`config.mk`:
```
export PLATFORM = sky130hd
export DESIGN_NAME = pc_next_unit
export DESIGN_NICKNAME = d
export VERILOG_FILES = /design/src/rtl/pcnu_pkg.sv /design/src/rtl/pcnu_branch.sv /design/src/rtl/pcnu_jump.sv /design/src/rtl/pcnu_select.sv /design/src/rtl/pc_next_unit.sv
export SDC_FILE = /design/constraint.sdc
export NUM_CORES = 1
export LEC_CHECK = 0
export CAP_MARGIN = 30
export CORE_ASPECT_RATIO = 0.75
export CORE_UTILIZATION = 48
export DETAILED_ROUTE_END_ITERATION = 8
export DONT_BUFFER_PORTS = 1
export PLACE_DENSITY_LB_ADDON = 0.08
export SLEW_MARGIN = 20
export SYNTH_ARGS = -nofsm -noshare
export SYNTH_HDL_FRONTEND = slang
export SYNTH_SLANG_ARGS = --single-unit
```
`constraint.sdc`:
```
create_clock -name clk -period 7.8 [get_ports clk]
set_clock_uncertainty 0.05 [all_clocks]
set_input_delay 0.39 -clock clk [delete_from_list [all_inputs] [get_ports clk]]
set_output_delay 0.39 -clock clk [all_outputs]
set_load 0.02 [all_outputs]
```
`src/rtl/pcnu_pkg.sv`:
```
package pcnu_pkg;
  typedef enum logic [2:0] {
    CLS_SEQ  = 3'd0,
    CLS_BEQ  = 3'd1,
    CLS_BNE  = 3'd2,
    CLS_JMP  = 3'd3,
    CLS_JAL  = 3'd4,
    CLS_JREG = 3'd5
  } pc_class_e;

  localparam int unsigned INSN_BYTES = 4;
endpackage

```
`src/rtl/pcnu_branch.sv`:
```
module pcnu_branch #(
  parameter int unsigned AW = 32,
  parameter int unsigned OW = 16
) (
  input  logic [AW-1:0] seq_i,
  input  logic [OW-1:0] off_i,
  input  logic [AW-1:0] a_i,
  input  logic [AW-1:0] b_i,
  input  logic          want_eq_i,
  output logic          taken_o,
  output logic [AW-1:0] target_o
);
  localparam int unsigned EXT_W = AW - OW - 2;

  logic [AW-1:0] disp;
  logic          same;

  generate
    if (OW + 2 < AW) begin : g_sext
      assign disp = {{EXT_W{off_i[OW-1]}}, off_i, 2'b00};
    end else begin : g_trunc
      logic [OW+1:0] wide;
      assign wide = {off_i, 2'b00};
      assign disp = wide[AW-1:0];
    end
  endgenerate

  assign same     = (a_i == b_i);
  assign taken_o  = want_eq_i ? same : !same;
  assign target_o = seq_i + disp;
endmodule

```
`src/rtl/pcnu_jump.sv`:
```
module pcnu_jump #(
  parameter int unsigned AW = 32,
  parameter int unsigned JW = 26,
  parameter int unsigned RW = AW - JW - 2
) (
  input  logic [RW-1:0] region_i,
  input  logic [JW-1:0] field_i,
  output logic [AW-1:0] target_o
);
  assign target_o = {region_i, field_i, 2'b00};
endmodule

```
`src/rtl/pcnu_select.sv`:
```
module pcnu_select
  import pcnu_pkg::*;
#(
  parameter int unsigned AW = 32
) (
  input  logic [2:0]    cls_i,
  input  logic          stall_i,
  input  logic [AW-1:0] seq_i,
  input  logic          br_taken_i,
  input  logic [AW-1:0] br_tgt_i,
  input  logic [AW-1:0] j_tgt_i,
  input  logic [AW-1:0] jreg_i,
  output logic          load_o,
  output logic [AW-1:0] next_o,
  output logic          fault_o,
  output logic          link_we_o
);
  logic          redirect;
  logic [AW-1:0] tgt;
  logic          misaligned;

  always_comb begin
    redirect = 1'b0;
    tgt      = seq_i;
    unique case (cls_i)
      CLS_BEQ, CLS_BNE: begin
        redirect = br_taken_i;
        tgt      = br_tgt_i;
      end
      CLS_JMP, CLS_JAL: begin
        redirect = 1'b1;
        tgt      = j_tgt_i;
      end
      CLS_JREG: begin
        redirect = 1'b1;
        tgt      = jreg_i;
      end
      default: begin
        redirect = 1'b0;
        tgt      = seq_i;
      end
    endcase
  end

  assign misaligned = redirect && (tgt[1:0] != 2'b00);
  assign fault_o    = !stall_i && misaligned;
  assign load_o     = !stall_i && !misaligned;
  assign next_o     = redirect ? tgt : seq_i;
  assign link_we_o  = !stall_i && !misaligned && (cls_i == CLS_JAL);
endmodule

```
`src/rtl/pc_next_unit.sv`:
```
module pc_next_unit
  import pcnu_pkg::*;
#(
  parameter int unsigned AW        = 32,
  parameter int unsigned OW        = 16,
  parameter int unsigned JW        = 26,
  parameter int unsigned IW        = 5,
  parameter int unsigned LINK_REG  = 31,
  parameter logic [31:0] RESET_VEC = 32'h0000_0000
) (
  input  logic          clk,
  input  logic          rst,
  input  logic          stall_i,
  input  logic [2:0]    cls_i,
  input  logic [OW-1:0] br_off_i,
  input  logic [JW-1:0] jfield_i,
  input  logic [AW-1:0] cmp_a_i,
  input  logic [AW-1:0] cmp_b_i,
  input  logic [AW-1:0] jreg_i,
  output logic [AW-1:0] pc_o,
  output logic          link_we_o,
  output logic [AW-1:0] link_addr_o,
  output logic [IW-1:0] link_idx_o,
  output logic          fault_o
);
  localparam int unsigned RW = AW - JW - 2;

  logic [AW-1:0] pc_q;
  logic [AW-1:0] seq;
  logic          br_taken;
  logic [AW-1:0] br_tgt;
  logic [AW-1:0] j_tgt;
  logic          load;
  logic [AW-1:0] next_pc;

  assign seq = pc_q + AW'(INSN_BYTES);

  pcnu_branch #(.AW(AW), .OW(OW)) u_branch (
    .seq_i     (seq),
    .off_i     (br_off_i),
    .a_i       (cmp_a_i),
    .b_i       (cmp_b_i),
    .want_eq_i (cls_i == CLS_BEQ),
    .taken_o   (br_taken),
    .target_o  (br_tgt)
  );

  pcnu_jump #(.AW(AW), .JW(JW), .RW(RW)) u_jump (
    .region_i (pc_q[AW-1 -: RW]),
    .field_i  (jfield_i),
    .target_o (j_tgt)
  );

  pcnu_select #(.AW(AW)) u_select (
    .cls_i      (cls_i),
    .stall_i    (stall_i),
    .seq_i      (seq),
    .br_taken_i (br_taken),
    .br_tgt_i   (br_tgt),
    .j_tgt_i    (j_tgt),
    .jreg_i     (jreg_i),
    .load_o     (load),
    .next_o     (next_pc),
    .fault_o    (fault_o),
    .link_we_o  (link_we_o)
  );

  always_ff @(posedge clk) begin
    if (rst) begin
      pc_q <= RESET_VEC[AW-1:0];
    end else if (load) begin
      pc_q <= next_pc;
    end
  end

  assign pc_o        = pc_q;
  assign link_addr_o = seq;
  assign link_idx_o  = IW'(LINK_REG);
endmodule

```
# After elaboration in Yosys (flattened, before gate mapping)
# Index checks and enable logic that the tools add are counted.
# totals
mem_bits_rw	0
register_bits	32
mem_count	0
wordCells	27
rom_bits	0
latchBits	0
# classes
div	0
n_lt_le_gt_ge	0
muxes	4
n_shift	0
reduce_logical	12
eq_ne	7
n_bitwise	0
add_sub_neg	2
multipliers	0
# op_table
operator	n
$pmux 32 s3	1
$add 32x3->32 const B	1
$add 32x32->32	1
$eq 32x32->1	1
$mux 32	1
$eq 3x2->1 const B	2
$eq 3x3->1 const B	2
$logic_and 1x1->1	4
$reduce_or 2->1	2
$eq 3x1->1 const B	1
$logic_not 1->1	3
$reduce_or 3->1	1
$ne 2x2->1 const B	1
$pmux 1 s2	1
$reduce_and 2->1	1
$reduce_bool 2->1	1
$mux 1	1

# Depth between registers and ports, before layout
# Gate-level depths: netlist of run 1.
# depth
word_depth	8
depth_mapped	18
depth_no_buf	18

# By module
# A second synthesis of run 1 with hierarchy kept.
# hier_totals
cells_unflattened	809
area_unflattened_um2	6122.1
# modules_own_cells
mod	instances	area_each_um2	cells_each
pcnu_branch	1	2262.2	318
pcnu_select	1	1870.5	268
pc_next_unit	1	1745.4	190
pcnu_jump	1	244.0	33

# Least setup slack after synthesis of run 1
# Ideal clock, no wire load.
# synth_timing
kind	reg-to-reg
start	register pc_q[2] (netlist: pc_o[2])
end	register pc_q[29] (netlist: pc_o[29])
arrival_time_ns	3.943
path_stages_with_launch	17
t_required_ns	7.638
path_slack_ns	3.695
period_less_slack_ns	4.105
cell_sequence	dfxtp_1 ha_1 nand2_1 nor3_2 and3_1 xor2_1 ha_1 and3_1 and3_1 a22oi_1 nand2_1 a21oi_2 o221ai_2 a211oi_1 xnor2_1 a21oi_1 a2111oi_1
# synth_via
elab_chain_len	4
# synth_lines
element	line_no	text
from (decl)	pc_next_unit.sv:28	logic [AW-1:0] pc_q;
from (signal assigned)	pc_next_unit.sv:70	pc_q <= RESET_VEC[AW-1:0];
from (signal assigned)	pc_next_unit.sv:72	pc_q <= next_pc;
$add 32x3->32	pc_next_unit.sv:36	assign seq = pc_q + AW'(INSN_BYTES);
net link_addr_o[12]	pc_next_unit.sv:22	output logic [AW-1:0] link_addr_o,
$add 32x32->32	pcnu_branch.sv:30	assign target_o = seq_i + disp;
$pmux 32 s3	pcnu_select.sv:25	unique case (cls_i)
$mux 32	pcnu_select.sv:48	assign next_o = redirect ? tgt : seq_i;
# The timed path passes the listed nets, and every way through them passes these cells.
# A chain may end at the register's enable or synchronous reset.

# Final worst setup path of run 1
# layout_timing
start	register pc_q[5] (netlist: pc_o[5])
end	register pc_q[24] (netlist: pc_o[24])
# Same word-level chain as after synthesis.

==> impl_results.html, run 1 <==
<table>
<tr><th>Metric</th><th>Value</th></tr>
<tr><th colspan="2">Critical path</th></tr>
<tr><td>Worst path bufs/invs</td><td>0</td></tr>
<tr><td>Dominant delay contributor by cell family on the critical path</td><td>compound AO/OA/AOI/OAI gates</td></tr>
<tr><td>Slowest cell on the critical path</td><td>xnor2_1</td></tr>
<tr><td>Required time reported for the critical path endpoint</td><td>7.92 ns</td></tr>
<tr><td>Cells traversed along the worst timing path</td><td>nand3_2 &gt; nor2_1 &gt; nand3_2 &gt; nor3_1 &gt; nand3_1 &gt; xnor2_1 &gt; ha_1 &gt; and3_1 &gt; o211ai_1 &gt; o21a_1 &gt; a31oi_1 &gt; a31oi_1 &gt; xnor2_1 &gt; a221oi_1 &gt; a211oi_1 &gt; o21a_1</td></tr>
<tr><td>R2r setup slk</td><td>2.81 ns</td></tr>
<tr><td>Depth of the most critical reg-to-reg path</td><td>16</td></tr>
<tr><td>Total number of cells along the worst setup path</td><td>16</td></tr>
<tr><td>Data arrival at the endpoint of the critical path</td><td>5.11 ns</td></tr>
<tr><td>Critical Path Max Stage Delay</td><td>0.78 ns</td></tr>
<tr><td>Critical path launch point type</td><td>register</td></tr>
<tr><td>Type of the setup path with the least slack</td><td>register to register</td></tr>
<tr><td>Critical path endpoint category</td><td>register</td></tr>
<tr><td>Critical Path Fanout Max</td><td>7</td></tr>
<tr><th colspan="2">Finish</th></tr>
<tr><td>Most common library cell in the layout ignoring fill and taps</td><td>a21oi_1</td></tr>
<tr><td>Syn-to-layout area delta</td><td>4.38%</td></tr>
<tr><td>Final layout net count</td><td>891</td></tr>
<tr><td>Highest-count cells in the layout ignoring fill and taps</td><td>85 x a21oi_1, 75 x nor2_1, 68 x nand2_1, 53 x xor2_1, 39 x o21ai_0</td></tr>
<tr><td>Flip-flop count of the largest register after layout</td><td>32</td></tr>
<tr><td>Ratio of cells with drive above 1 in the final layout</td><td>0.0673</td></tr>
<tr><td>Total inserted antenna cells</td><td>0</td></tr>
<tr><th colspan="2">Place</th></tr>
<tr><td>Gp weighted congestion</td><td>0.979</td></tr>
<tr><td>IO Port Bufs</td><td>0</td></tr>
<tr><td>Dpl ws</td><td>2.89 ns</td></tr>
<tr><td>Half-perimeter wire length of the detailed placement result</td><td>15.8 mm</td></tr>
<tr><th colspan="2">Synthesis</th></tr>
<tr><td>Count of unique library cells instantiated by Yosys</td><td>78</td></tr>
<tr><td>Post-synthesis sequential area ratio</td><td>0.122</td></tr>
<tr><td>Post-Syn Instances</td><td>735</td></tr>
<tr><td>Share of synthesized flip-flops with an asynchronous set or reset</td><td>0</td></tr>
<tr><td>Commonest register cell after synthesis</td><td>dfxtp_1</td></tr>
<tr><td>Mean cell area of the mapped netlist</td><td>7.16 um^2</td></tr>
<tr><td>Number of warnings printed during yosys synthesis</td><td>0</td></tr>
<tr><td>Number of register bits inferred by synthesis</td><td>32</td></tr>
<tr><td>Mapped Area</td><td>0.00526 mm^2</td></tr>
<tr><td>EDFF count, synth</td><td>0</td></tr>
<tr><th colspan="2">Die</th></tr>
<tr><td>Cell row count</td><td>32</td></tr>
<tr><td>Height of the chip</td><td>92.7 um</td></tr>
<tr><td>Core region area</td><td>0.0105 mm^2</td></tr>
<tr><td>Area of the die</td><td>0.0114 mm^2</td></tr>
<tr><td>Starting density of the core</td><td>0.503</td></tr>
<tr><td>Width of the chip</td><td>123 um</td></tr>
<tr><td>Number of top-level pins</td><td>215</td></tr>
<tr><th colspan="2">Drt</th></tr>
<tr><td>Via count normalized by instance count</td><td>6.69</td></tr>
<tr><td>Antenna-violating nets left</td><td>0</td></tr>
<tr><td>Total via count in the routed design</td><td>5677</td></tr>
<tr><td>Routed length per instance</td><td>23.3 um</td></tr>
<tr><td>Final wirelength</td><td>19.8 mm</td></tr>
<tr><td>Number of design-rule violations left by the first detailed-router iteration</td><td>615</td></tr>
<tr><td>DRC errors left</td><td>0</td></tr>
<tr><td>DR pass1 iterations</td><td>6</td></tr>
<tr><th colspan="2">Global routing</th></tr>
<tr><td>Antenna violations before repair</td><td>0</td></tr>
<tr><td>Maximum number of pins on one net before global-route repair</td><td>58</td></tr>
<tr><td>Global routing usage summed across all routing layers</td><td>0.342</td></tr>
<tr><td>Overall overflow remaining after global route</td><td>0</td></tr>
<tr><td>Vias in the first global route</td><td>5034</td></tr>
<tr><td>Global-route wire length before repair</td><td>29.0 mm</td></tr>
<tr><th colspan="2">Power and ir drop</th></tr>
<tr><td>Static leakage power</td><td>0.00226 uW</td></tr>
<tr><td>Peak supply drop</td><td>0.000146 V</td></tr>
<tr><td>Total power density per cell area</td><td>137 mW/mm^2</td></tr>
<tr><th colspan="2">Clocking</th></tr>
<tr><td>Number of post-CTS setup repair buffers</td><td>0</td></tr>
<tr><td>Number of hold-repair buffers added at the cts stage</td><td>0</td></tr>
<tr><td>Clock-pin slew of the registers on the worst-case setup and hold paths</td><td>0.05 ns</td></tr>
<tr><td>Number of gates resized after CTS</td><td>0</td></tr>
<tr><td>Number of levels in the clock H-tree</td><td>2</td></tr>
<tr><td>Worst-case clock buffer depth</td><td>2</td></tr>
<tr><td>Root Buffer</td><td>clkbuf_16</td></tr>
<tr><td>Count of clock tree sinks</td><td>32</td></tr>
<tr><td>Clock latency on the worst-skew pair</td><td>0.28 ns</td></tr>
<tr><td>TritonCTS clock tree</td><td>built</td></tr>
<tr><td>TritonCTS buffer count</td><td>5</td></tr>
<tr><th colspan="2">Timing</th></tr>
<tr><td>Post-route setup TNS</td><td>0 ns</td></tr>
<tr><td>Final worst-path cycle share</td><td>0.640</td></tr>
<tr><td>Worst max-slew margin expressed relative to the limit</td><td>0.346</td></tr>
<tr><td>Highest attainable clock frequency</td><td>200 MHz</td></tr>
<tr><td>Final max-slew violation count</td><td>0</td></tr>
<tr><td>Final setup violating endpoints</td><td>0</td></tr>
<tr><td>Final Critical Period</td><td>4.99 ns</td></tr>
<tr><td>Worst slew pin tran</td><td>0.974 ns</td></tr>
<tr><td>Unrepaired setup endpoints after global routing</td><td>no</td></tr>
<tr><td>Final count of hold timing violations</td><td>0</td></tr>
<tr><td>Final worst slack</td><td>2.81 ns</td></tr>
<tr><th colspan="2">Flow run</th></tr>
<tr><td>Number of max-cap violations</td><td>0</td></tr>
<tr><th colspan="2">Run status</th></tr>
<tr><td>Outcome</td><td>finished clean</td></tr>
<tr><th colspan="2">Hold path</th></tr>
<tr><td>Worst Hold Depth</td><td>1</td></tr>
<tr><td>Hold crit path type</td><td>input pin to register</td></tr>
</table>
==> metal layers <==
layer,part of all wire,vias up,track usage
met5,0,-,0
met4,0.013,0,0.0650
met3,0.14,17,0.0837
met2,0.40,367,0.478
met1,0.45,2633,0.518
li1,-,2660,-
==> final timing paths <==
path	from	endpoint
max	pc_o[5]	pc_o[24]
min	rst	pc_o[22]
max reg2reg	pc_o[5]	pc_o[24]
min reg2reg	pc_o[3]	pc_o[3]
==> cells in the mapped netlist (4+ instances only) <==
library cell	n	area share
a21o_1	12	0.017
and4_1	5	0.0083
nor4_1	10	0.012
nand2_1	68	0.049
nor2_1	75	0.054
buf_2	12	0.011
o211ai_1	11	0.016
o221ai_1	13	0.022
a21oi_1	85	0.081
ha_1	34	0.081
clkbuf_1	22	0.016
a31oi_1	9	0.011
nand3_1	19	0.018
nand4_1	8	0.0095
nor2b_1	6	0.0071
a221oi_1	4	0.0067
o21ai_0	39	0.037
a211oi_1	10	0.014
xnor2_1	29	0.048
nand3_2	4	0.0076
and3_1	13	0.015
mux2i_1	27	0.051
nand2b_1	6	0.0071
o21a_1	6	0.0086
inv_1	14	0.010
xor2_1	53	0.088
nor3_1	11	0.010
dfxtp_1	32	0.12
o21ai_1	13	0.012
buf_4	7	0.010
==> where the power goes <==
group | switching (uW) | total, uW | internal [uW]
combinational | 202 | 322 | 119
sequential | 35.0 | 210 | 175
clock | 71.9 | 222 | 150
total | 309 | 753 | 444
==> worst reg2reg max path: cells and delay by family (launching register included) <==
kind / cells / cell delay, ns
AOI/OAI and AO/OA: 7 / 1.53
xor gates and xnor gates: 2 / 0.99
adders and majority gates: 1 / 0.33
DFF: 1 / 0.56
and+or+nand+nor: 6 / 1.43
==> logic make-up (layout without fill, tap and decap cells) <==
| kind of cell | count (synthesis) | count (layout) | share of synthesized area |
|---|---|---|---|
| AOI/OAI and AO/OA | 244 | 244 | 0.297 |
| xor gates and xnor gates | 85 | 85 | 0.146 |
| adders and majority gates | 35 | 35 | 0.0847 |
| buffers and inverters | 60 | 34 | 0.0507 |
| DFF | 32 | 32 | 0.122 |
| muxes | 30 | 30 | 0.0578 |
| other | 1 | 5 | 0.000713 |
| and+or+nand+nor | 248 | 248 | 0.242 |
==> cell type report <==
| cell class | instances | area [um^2] |
|---|---|---|
| Fill cell | 1028 | 4960 |
| Tap cell | 136 | 170 |
| Sequential cell | 32 | 641 |
| Timing Repair Buffer | 10 | 72.6 |
| Multi-Input combinational cell | 647 | 4380 |
| Inverter | 16 | 60.1 |
| Clock inverter | 3 | 42.5 |
| Clock buffer | 5 | 125 |
==> per-stage QoR <==
stage               utilization  instances  power [uW]  area (um^2)  hold slack (ns)
floorplan                     -        739         458         5280            0.458
global placement          0.508        839         522         5310            0.414
detailed placement        0.508        839         522         5310            0.414
CTS                       0.524        847         746         5480            0.120
global route              0.525        849         793         5490            0.118
finish                    0.525        849         753         5490            0.124
(Power assumes the default switching activity.)
==> inputs of run 2 (changes only) <==
Clock period 7.8 ns to 4.93 ns, I/O delays scaled along.
==> impl_results.html, run 2 (synthesis results as in run 1) <==
<table>
<tr><th>Metric</th><th>Value</th></tr>
<tr><th colspan="2">Finish</th></tr>
<tr><td>Flip-flop count of the largest register after layout</td><td>32</td></tr>
<tr><td>Syn-to-layout area delta</td><td>9.32%</td></tr>
<tr><td>Most common library cell in the layout ignoring fill and taps</td><td>a21oi_1</td></tr>
<tr><td>Final layout net count</td><td>922</td></tr>
<tr><td>Share of the core filled with cells</td><td>0.550</td></tr>
<tr><td>Ratio of cells with drive above 1 in the final layout</td><td>0.106</td></tr>
<tr><td>Highest-count cells in the layout ignoring fill and taps</td><td>85 x a21oi_1, 74 x nor2_1, 68 x nand2_1, 53 x xor2_1</td></tr>
<tr><td>Total inserted antenna cells</td><td>0</td></tr>
<tr><th colspan="2">Critical path</th></tr>
<tr><td>Cells traversed along the worst timing path</td><td>nand3_2 &gt; nor3_4 &gt; and3_1 &gt; xor2_1 &gt; ha_1 &gt; and3_1 &gt; and3_1 &gt; a22oi_1 &gt; nand2_1 &gt; a21oi_2 &gt; o21ai_0 &gt; nand2_1 &gt; a21oi_1 &gt; a2111oi_1 &gt; buf_1 &gt; buf_4 &gt; nor4_1</td></tr>
<tr><td>Required time reported for the critical path endpoint</td><td>5.00 ns</td></tr>
<tr><td>Critical Path Fanout Max</td><td>7</td></tr>
<tr><td>Most used cell along the critical path</td><td>and3_1</td></tr>
<tr><td>Critical path launch point type</td><td>register</td></tr>
<tr><td>Type of the setup path with the least slack</td><td>register to register</td></tr>
<tr><td>Critical path endpoint category</td><td>register</td></tr>
<tr><td>Slowest cell on the critical path</td><td>dfxtp_1</td></tr>
<tr><td>Critical Path Max Stage Delay</td><td>0.57 ns</td></tr>
<tr><td>Data arrival at the endpoint of the critical path</td><td>4.61 ns</td></tr>
<tr><th colspan="2">Clocking</th></tr>
<tr><td>Number of levels in the clock H-tree</td><td>2</td></tr>
<tr><td>Clock-pin slew of the registers on the worst-case setup and hold paths</td><td>0.05 ns</td></tr>
<tr><td>Clock latency on the worst-skew pair</td><td>0.28 ns</td></tr>
<tr><td>TritonCTS clock tree</td><td>built</td></tr>
<tr><td>TritonCTS buffer count</td><td>5</td></tr>
<tr><td>Root Buffer</td><td>clkbuf_16</td></tr>
<tr><td>Worst-case clock buffer depth</td><td>2</td></tr>
<tr><td>Count of clock tree sinks</td><td>32</td></tr>
<tr><th colspan="2">Place</th></tr>
<tr><td>IO Port Bufs</td><td>0</td></tr>
<tr><td>Gp weighted congestion</td><td>0.970</td></tr>
<tr><td>Half-perimeter wire length of the detailed placement result</td><td>16.3 mm</td></tr>
<tr><th colspan="2">Power and ir drop</th></tr>
<tr><td>Peak supply drop</td><td>0.000211 V</td></tr>
<tr><td>Total power density per cell area</td><td>219 mW/mm^2</td></tr>
<tr><td>Static leakage power</td><td>0.00244 uW</td></tr>
<tr><th colspan="2">Timing</th></tr>
<tr><td>Worst max-slew margin expressed relative to the limit</td><td>0.360</td></tr>
<tr><td>Final worst-path cycle share</td><td>0.920</td></tr>
<tr><td>Final count of hold timing violations</td><td>0</td></tr>
<tr><td>Unrepaired setup endpoints after global routing</td><td>no</td></tr>
<tr><td>Worst slew pin tran</td><td>0.957 ns</td></tr>
<tr><td>Highest attainable clock frequency</td><td>220 MHz</td></tr>
<tr><td>Post-route setup TNS</td><td>0 ns</td></tr>
<tr><td>Final Critical Period</td><td>4.54 ns</td></tr>
<tr><td>Final setup violating endpoints</td><td>0</td></tr>
<tr><td>Final max-slew violation count</td><td>0</td></tr>
<tr><th colspan="2">Die</th></tr>
<tr><td>Height of the chip</td><td>92.7 um</td></tr>
<tr><td>Number of top-level pins</td><td>215</td></tr>
<tr><td>Width of the chip</td><td>123 um</td></tr>
<tr><td>Core region area</td><td>0.0105 mm^2</td></tr>
<tr><td>Area of the die</td><td>0.0114 mm^2</td></tr>
<tr><td>Starting density of the core</td><td>0.503</td></tr>
<tr><td>Cell row count</td><td>32</td></tr>
<tr><th colspan="2">Global routing</th></tr>
<tr><td>Global-route wire length before repair</td><td>30.8 mm</td></tr>
<tr><td>Overall overflow remaining after global route</td><td>0</td></tr>
<tr><td>Maximum number of pins on one net before global-route repair</td><td>58</td></tr>
<tr><td>Vias in the first global route</td><td>5197</td></tr>
<tr><td>Antenna violations before repair</td><td>0</td></tr>
<tr><td>Global routing usage summed across all routing layers</td><td>0.364</td></tr>
<tr><th colspan="2">Drt</th></tr>
<tr><td>DRC errors left</td><td>0</td></tr>
<tr><td>Final wirelength</td><td>20.9 mm</td></tr>
<tr><td>Number of design-rule violations left by the first detailed-router iteration</td><td>672</td></tr>
<tr><td>DR pass1 iterations</td><td>5</td></tr>
<tr><td>Antenna-violating nets left</td><td>0</td></tr>
<tr><td>Total via count in the routed design</td><td>5903</td></tr>
<tr><td>Routed length per instance</td><td>23.8 um</td></tr>
<tr><td>Via count normalized by instance count</td><td>6.71</td></tr>
<tr><th colspan="2">Run status</th></tr>
<tr><td>Outcome</td><td>finished clean</td></tr>
<tr><th colspan="2">Flow run</th></tr>
<tr><td>Number of max-cap violations</td><td>0</td></tr>
<tr><th colspan="2">Hold path</th></tr>
<tr><td>Hold crit path type</td><td>input pin to register</td></tr>
</table>
run 2: worst paths after layout:
path,start,endpoint,slack (ns),depth (start not counted)
worst max-delay path,pc_o[5],pc_o[25],0.39,17
worst min-delay path,rst,pc_o[14],0.01,1
worst min register to register,pc_o[2],pc_o[2],0.53,2
worst max register to register,pc_o[5],pc_o[25],0.39,17
run 2: layout make-up:
cell class | count | area (um^2)
clock inverters | 1 | 30.0
clock buffers | 7 | 153
well taps | 136 | 170
flip-flops and latches | 32 | 642
multi-input cells | 647 | 4390
inverters | 16 | 60.1
repair buffers | 41 | 307
fillers | 1022 | 4700
run 2: through the flow:
| stage | std cells | total power [uW] | cell area, um^2 | hold slack [ns] | worst slack [ns] |
|---|---|---|---|---|---|
| 6_report | 880 | 1260 | 5750 | 0.0137 | 0.392 |
| 5_1_grt | 880 | 1320 | 5750 | 0.00674 | 0.0226 |
| 4_1_cts | 880 | 1240 | 5740 | 0.00416 | 0.266 |
| 3_5_place_dp | 871 | 855 | 5550 | 0.271 | 0.345 |
| 3_3_place_gp | 870 | 853 | 5540 | 0.270 | 0.100 |
| 2_1_floorplan | 739 | 724 | 5280 | 0.315 | 0.825 |
run 2: repair_timing:
action	CTS	global route
hold buffers	1	0
resized for setup	0	4
setup buffers	0	0
endpoints found under the hold margin	21	0
setup endpoints to repair	0	4
run 2: report_power, final:
group | switching, uW | internal, uW
Clock | 118 | 266
Combinational | 350 | 210
Sequential | 38.9 | 277
run 2: layer usage:
metal  wire [um]  global-route usage  vias up
li1            -                   -     2715
met1        9240               0.530     2743
met2        8290               0.493      416
met3        3090               0.146       29
met4         315              0.0722        0
met5           0                   0        -
run 2: worst max-delay path: cells and delay by family (launching register included):
family / cells / cell delay [ns]
flip-flops: 1 / 0.57
AO/OA/AOI/OAI: 5 / 1.16
adder cells (fa/ha/maj): 1 / 0.38
XOR/XNOR: 1 / 0.42
AND/OR/NAND/NOR: 8 / 1.44
buffers and inverters: 2 / 0.34
